File: src/rtl/ckey_pkg.sv
// Package: shared types and constants for the colour-key match generator.
// Assumes three lanes (D, E, F) and a control word of at least five bits.
package ckey_pkg;
    typedef enum logic [1:0] {
        MODE_GBR = 2'd0,
        MODE_RGB = 2'd1,
        MODE_YC  = 2'd2,
        MODE_CI  = 2'd3
    } ckey_mode_e;

    localparam int NUM_LANES       = 3;
    localparam int CTRL_MASTER_BIT = 4;
    // Lane i enable sits at control bit (3 - i): D=3, E=2, F=1.
    localparam int CTRL_LANE_TOP   = 3;
    localparam logic [1:0] ADDR_CTRL = 2'd0;
endpackage

File: src/rtl/ckey_regs.sv
// Module: control and key value registers behind a simple write port.
// Assumes CW >= 5 so the control bits fit in one write word.
module ckey_regs
    import ckey_pkg::*;
#(
    parameter int CW = 8
) (
    input  logic                          clk,
    input  logic                          rst_n,
    input  logic                          wr_en,
    input  logic [1:0]                    wr_addr,
    input  logic [CW-1:0]                 wr_data,
    output logic                          master_en,
    output logic [NUM_LANES-1:0]          lane_en,
    output logic [NUM_LANES-1:0][CW-1:0]  key_val
);
    logic                 master_q;
    logic [NUM_LANES-1:0] lane_en_q;

    // Control register: master enable and per-lane enables.
    always_ff @(posedge clk) begin
        if (!rst_n) begin
            master_q  <= 1'b0;
            lane_en_q <= '0;
        end else if (wr_en && wr_addr == ADDR_CTRL) begin
            master_q <= wr_data[CTRL_MASTER_BIT];
            for (int i = 0; i < NUM_LANES; i++) begin
                lane_en_q[i] <= wr_data[CTRL_LANE_TOP - i];
            end
        end
    end

    genvar g;
    generate
        for (g = 0; g < NUM_LANES; g++) begin : g_key
            logic [CW-1:0] val_q;
            // Key value register for lane g, at address g+1.
            always_ff @(posedge clk) begin
                if (!rst_n) begin
                    val_q <= '0;
                end else if (wr_en && wr_addr == 2'(g + 1)) begin
                    val_q <= wr_data;
                end
            end
            assign key_val[g] = val_q;
        end
    endgenerate

    assign master_en = master_q;
    assign lane_en   = lane_en_q;
endmodule

File: src/rtl/ckey_lane_map.sv
// Module: routes pixel components onto the three compare lanes by input format.
// Assumes luma on the green input, Cb on blue, Cr on red, and the index on green.
module ckey_lane_map
    import ckey_pkg::*;
#(
    parameter int CW = 8
) (
    input  ckey_mode_e                    mode,
    input  logic [CW-1:0]                 pix_r,
    input  logic [CW-1:0]                 pix_g,
    input  logic [CW-1:0]                 pix_b,
    output logic [NUM_LANES-1:0][CW-1:0]  lane_val
);
    // Format-dependent lane selection.
    always_comb begin
        unique case (mode)
            MODE_RGB: begin
                lane_val[0] = pix_r;
                lane_val[1] = pix_g;
                lane_val[2] = pix_b;
            end
            MODE_CI: begin
                lane_val[0] = pix_g;
                lane_val[1] = pix_g;
                lane_val[2] = pix_g;
            end
            default: begin // MODE_GBR and MODE_YC share the lane order
                lane_val[0] = pix_g;
                lane_val[1] = pix_b;
                lane_val[2] = pix_r;
            end
        endcase
    end
endmodule

File: src/rtl/ckey_compare.sv
// Module: per-lane equality compare and AND combine over the enabled lanes.
// Purely combinational; the caller registers the result.
module ckey_compare
    import ckey_pkg::*;
#(
    parameter int CW = 8
) (
    input  logic                          master_en,
    input  logic [NUM_LANES-1:0]          lane_en,
    input  logic [NUM_LANES-1:0][CW-1:0]  key_val,
    input  logic [NUM_LANES-1:0][CW-1:0]  lane_val,
    output logic                          match
);
    logic [NUM_LANES-1:0] lane_ok;

    genvar g;
    generate
        for (g = 0; g < NUM_LANES; g++) begin : g_cmp
            // A lane passes when it is disabled or its value matches exactly.
            assign lane_ok[g] = !lane_en[g] || (lane_val[g] == key_val[g]);
        end
    endgenerate

    // A key needs the master enable, at least one enabled lane, and all lanes passing.
    always_comb begin
        match = master_en && (|lane_en) && (&lane_ok);
    end
endmodule

File: src/rtl/ckey_match_top.sv
// Module: colour-key match generator top level.
// Registers the data key and the external key once, so both have one
// clock of latency, and ORs them onto key_out.
module ckey_match_top
    import ckey_pkg::*;
#(
    parameter int CW = 8
) (
    input  logic          clk,
    input  logic          rst_n,
    input  logic          wr_en,
    input  logic [1:0]    wr_addr,
    input  logic [CW-1:0] wr_data,
    input  logic [1:0]    mode,
    input  logic [CW-1:0] pix_r,
    input  logic [CW-1:0] pix_g,
    input  logic [CW-1:0] pix_b,
    input  logic          ext_key,
    output logic          data_key,
    output logic          key_out
);
    logic                          master_en;
    logic [NUM_LANES-1:0]          lane_en;
    logic [NUM_LANES-1:0][CW-1:0]  key_val;
    logic [NUM_LANES-1:0][CW-1:0]  lane_val;
    logic                          match_raw;
    logic                          data_key_q;
    logic                          ext_key_q;
    ckey_mode_e                    mode_e;

    assign mode_e = ckey_mode_e'(mode);

    ckey_regs #(.CW(CW)) u_regs (
        .clk       (clk),
        .rst_n     (rst_n),
        .wr_en     (wr_en),
        .wr_addr   (wr_addr),
        .wr_data   (wr_data),
        .master_en (master_en),
        .lane_en   (lane_en),
        .key_val   (key_val)
    );

    ckey_lane_map #(.CW(CW)) u_map (
        .mode     (mode_e),
        .pix_r    (pix_r),
        .pix_g    (pix_g),
        .pix_b    (pix_b),
        .lane_val (lane_val)
    );

    ckey_compare #(.CW(CW)) u_cmp (
        .master_en (master_en),
        .lane_en   (lane_en),
        .key_val   (key_val),
        .lane_val  (lane_val),
        .match     (match_raw)
    );

    // Output stage: align the data key with the sampled external key.
    always_ff @(posedge clk) begin
        if (!rst_n) begin
            data_key_q <= 1'b0;
            ext_key_q  <= 1'b0;
        end else begin
            data_key_q <= match_raw;
            ext_key_q  <= ext_key;
        end
    end

    assign data_key = data_key_q;
    assign key_out  = data_key_q | ext_key_q;
endmodule

File: config.mk
export PLATFORM = sky130hd
export DESIGN_NAME = ckey_match_top
export DESIGN_NICKNAME = d
export VERILOG_FILES = /design/src/rtl/ckey_pkg.sv /design/src/rtl/ckey_regs.sv /design/src/rtl/ckey_lane_map.sv /design/src/rtl/ckey_compare.sv /design/src/rtl/ckey_match_top.sv
export SDC_FILE = /design/constraint.sdc
export NUM_CORES = 1
export LEC_CHECK = 0
export ABC_CLOCK_PERIOD_IN_PS = 1620
export BUFFER_PORTS_ARGS = -buffer_cell sky130_fd_sc_hd__buf_2
export CORE_UTILIZATION = 53
export DETAILED_ROUTE_END_ITERATION = 16
export MAX_ROUTING_LAYER = met4
export PLACE_DENSITY_LB_ADDON = 0.12
export SYNTH_ARGS = -nofsm -noshare
export SYNTH_HDL_FRONTEND = slang
export SYNTH_SLANG_ARGS = --single-unit
File: constraint.sdc
create_clock -name clk -period 1.62 [get_ports clk]
set_input_delay 0.162 -clock clk [delete_from_list [all_inputs] [get_ports clk]]
set_output_delay 0.162 -clock clk [all_outputs]
set_load 0.005 [all_outputs]
==> results.ini <==
[run_status]
status = finished, final reports clean

[finish]
final_common_cell = mux2i_1
area_delta_synth_final_pct = 17.1
mostFrequentLayoutCells = 52 x mux2i_1, 41 x buf_2, 30 x dfxtp_1
layout.nets = 265
antenna_cells = 0
postLayoutCellArea_um2 = 2070
drive_gt1_share_pct = 25.4

[yosys]
syn_area_um2 = 1770
syn_nets = 219
synth_seq_area_share_pct = 34.0
synth_cell_types = 23
ys.warnings.count = 0
syn_inst = 179
syn_avg_cell_area_um2 = 9.88
synth_seq_cells = 30

[timing]
hold-worst-slack_ns = 0.0312
finalCritPeriodShare_pct = 76.9
fin_skew_ns = 0.00192
period_needed_ns = 1.25
worstMarginPinSlew_ns = 0.459
setup_tns_ns = 0
fmax_mhz = 803
rsz0062_at_grt = false
final-setup-viol-count = 0
slew_violations = 0
slew-limit-headroom_pct = 69.3
hold_violations = 0

[cts]
clock_latency_ns = 0.33
cts_hold_buffers = 0
cts_buffers = 5
clock_sinks = 30
cts_tree = done
htree_levels = 2
cts_root_buffer = clkbuf_4
cts.repair.resized = 0
post_cts_buffers = 0
cts_buffer_depth = 2
path_clk_slew_ns = 0.08

[floorplanning]
core_area_um2 = 3100
start_util_pct = 57.0
die_y_um = 59.8
core.rowCount = 20
die_area_um2 = 3570
die_w_um = 59.8
ios = 42

[setup_path]
critPathBufInv = 0
path_depth = 5
worstSetupPathType = reg2reg
rr_worst_depth = 5
cp_cell_sequence = xnor2_1 -> nor4_1 -> nand2_1 -> a21oi_1 -> and3_1
slowest_delay_ns = 0.35
cp.required_ns = 1.90
crit_start = u_regs.g_key[1].val_q[5]$_SDFFE_PN0P_
worstPathArrival_ns = 1.52
crit_fanout = 2
endpoint = data_key$_SDFF_PN0_
path_delay_family = simple AND/OR/NAND/NOR gates
cp-start-kind = register
slowest_stage = nor4_1
r2r-start = u_regs.g_key[1].val_q[5]$_SDFFE_PN0P_
setup.worst_path.end_class = register
r2r-end = data_key$_SDFF_PN0_
r2r_setup_slack_ns = 0.37

[power_and_ir_drop]
p_leak_nw = 0.994
p_per_area_nw_per_um2 = 737
max-vdd-ir-drop_mv = 0.476

[placement]
hpwl_um = 2860
place_congestion = 0.808
io_buffers = 41
placed_area_um2 = 2020

[route]
wl_per_cell_um = 14.2
num_vias = 1379
detail-route-antenna-nets = 0
first_pass_iters = 4
routed_via_density = 5.15
drc = 0
first_iter_violations = 34
drt_wl_total_um = 3800

[global_route]
antenna_found_initial = 0
grt_pass1_vias = 1364
grtUsageTotal_pct = 24.8
grt_pass1_wl_um = 6020
gr-total-overflow = 0
grt_max_degree = 30

[worst_hold_path]
min_path_type = in2reg

[job]
timing.max_cap.violations = 0

-- cell usage after synthesis, drive strengths merged --
cell | number | area share [%]
buf | 5 | 2.8
o21ai | 2 | 0.57
nor4 | 2 | 0.71
nand2 | 1 | 0.21
nor2b | 29 | 10
nand3b | 2 | 0.85
o311ai | 1 | 0.50
nor2 | 8 | 1.7
or2 | 1 | 0.35
xor2 | 8 | 4.0
and3 | 1 | 0.35
nand3 | 1 | 0.28
nor3b | 1 | 0.71
nand4 | 4 | 1.4
a21oi | 9 | 2.5
and2 | 1 | 0.35
dfxtp | 30 | 34
xnor2 | 16 | 7.9
clkbuf | 5 | 1.1
mux2i | 52 | 29
-- where the power goes --
group	total (mW)	switching (mW)	leakage, nW	internal [mW]
combinational	0.314	0.151	0.720	0.163
sequential	0.780	0.0174	0.244	0.762
clock	0.433	0.238	0.0302	0.195
-- routing by layer --
layer,GRT usage [%],share of wire [%],vias up
li1,-,-,704
met1,27.3,45,621
met2,40.2,47,42
met3,4.76,4.7,12
met4,16.9,3.2,0
met5,-,0,-
-- area by class of cell --
type | count | area, µm²
well taps | 44 | 55.1
repair buffers | 49 | 265
multi-input cells | 139 | 1100
flip-flops and latches | 30 | 601
fillers | 291 | 1030
clock buffers | 6 | 51.3
-- how the worst min path moves through the flow --
stage	start	end	cells after the start
floorplan	ext_key	ext_key_q$_SDFF_PN0_	1
global placement	ext_key	ext_key_q$_SDFF_PN0_	2
detailed placement	ext_key	ext_key_q$_SDFF_PN0_	2
CTS	ext_key	ext_key_q$_SDFF_PN0_	2
global route	ext_key	ext_key_q$_SDFF_PN0_	2
finish	ext_key	ext_key_q$_SDFF_PN0_	2
-- through the flow --
| stage | setup slack, ns | cells | power [mW] | util, % |
|---|---|---|---|---|
| after floorplan | 0.231 | 179 | 1.00 | - |
| after global placement | 0.0598 | 262 | 1.10 | 65.1 |
| after detailed placement | 0.0682 | 262 | 1.11 | 65.1 |
| after CTS | 0.383 | 268 | 1.54 | 66.7 |
| after global routing | 0.276 | 268 | 1.60 | 66.7 |
| final | 0.374 | 268 | 1.53 | 66.7 |
-- sequential cells by signal (all words and copies together) (netlist names) --
register            count
u_regs.g_key.val_q     24
u_regs.lane_en          3
data_key                1
ext_key_q               1
u_regs.master_en        1
-- cell families (layout without fill, tap and decap cells) --
family	after synthesis	after routing	synth area share [%]
AO/OA/AOI/OAI	12	12	3.61
XOR/XNOR	24	24	11.9
buffers and inverters	10	55	3.89
flip-flops	30	30	34.0
multiplexers	52	52	29.4
AND/OR/NAND/NOR	51	51	17.2
(Power assumes the default switching activity.)
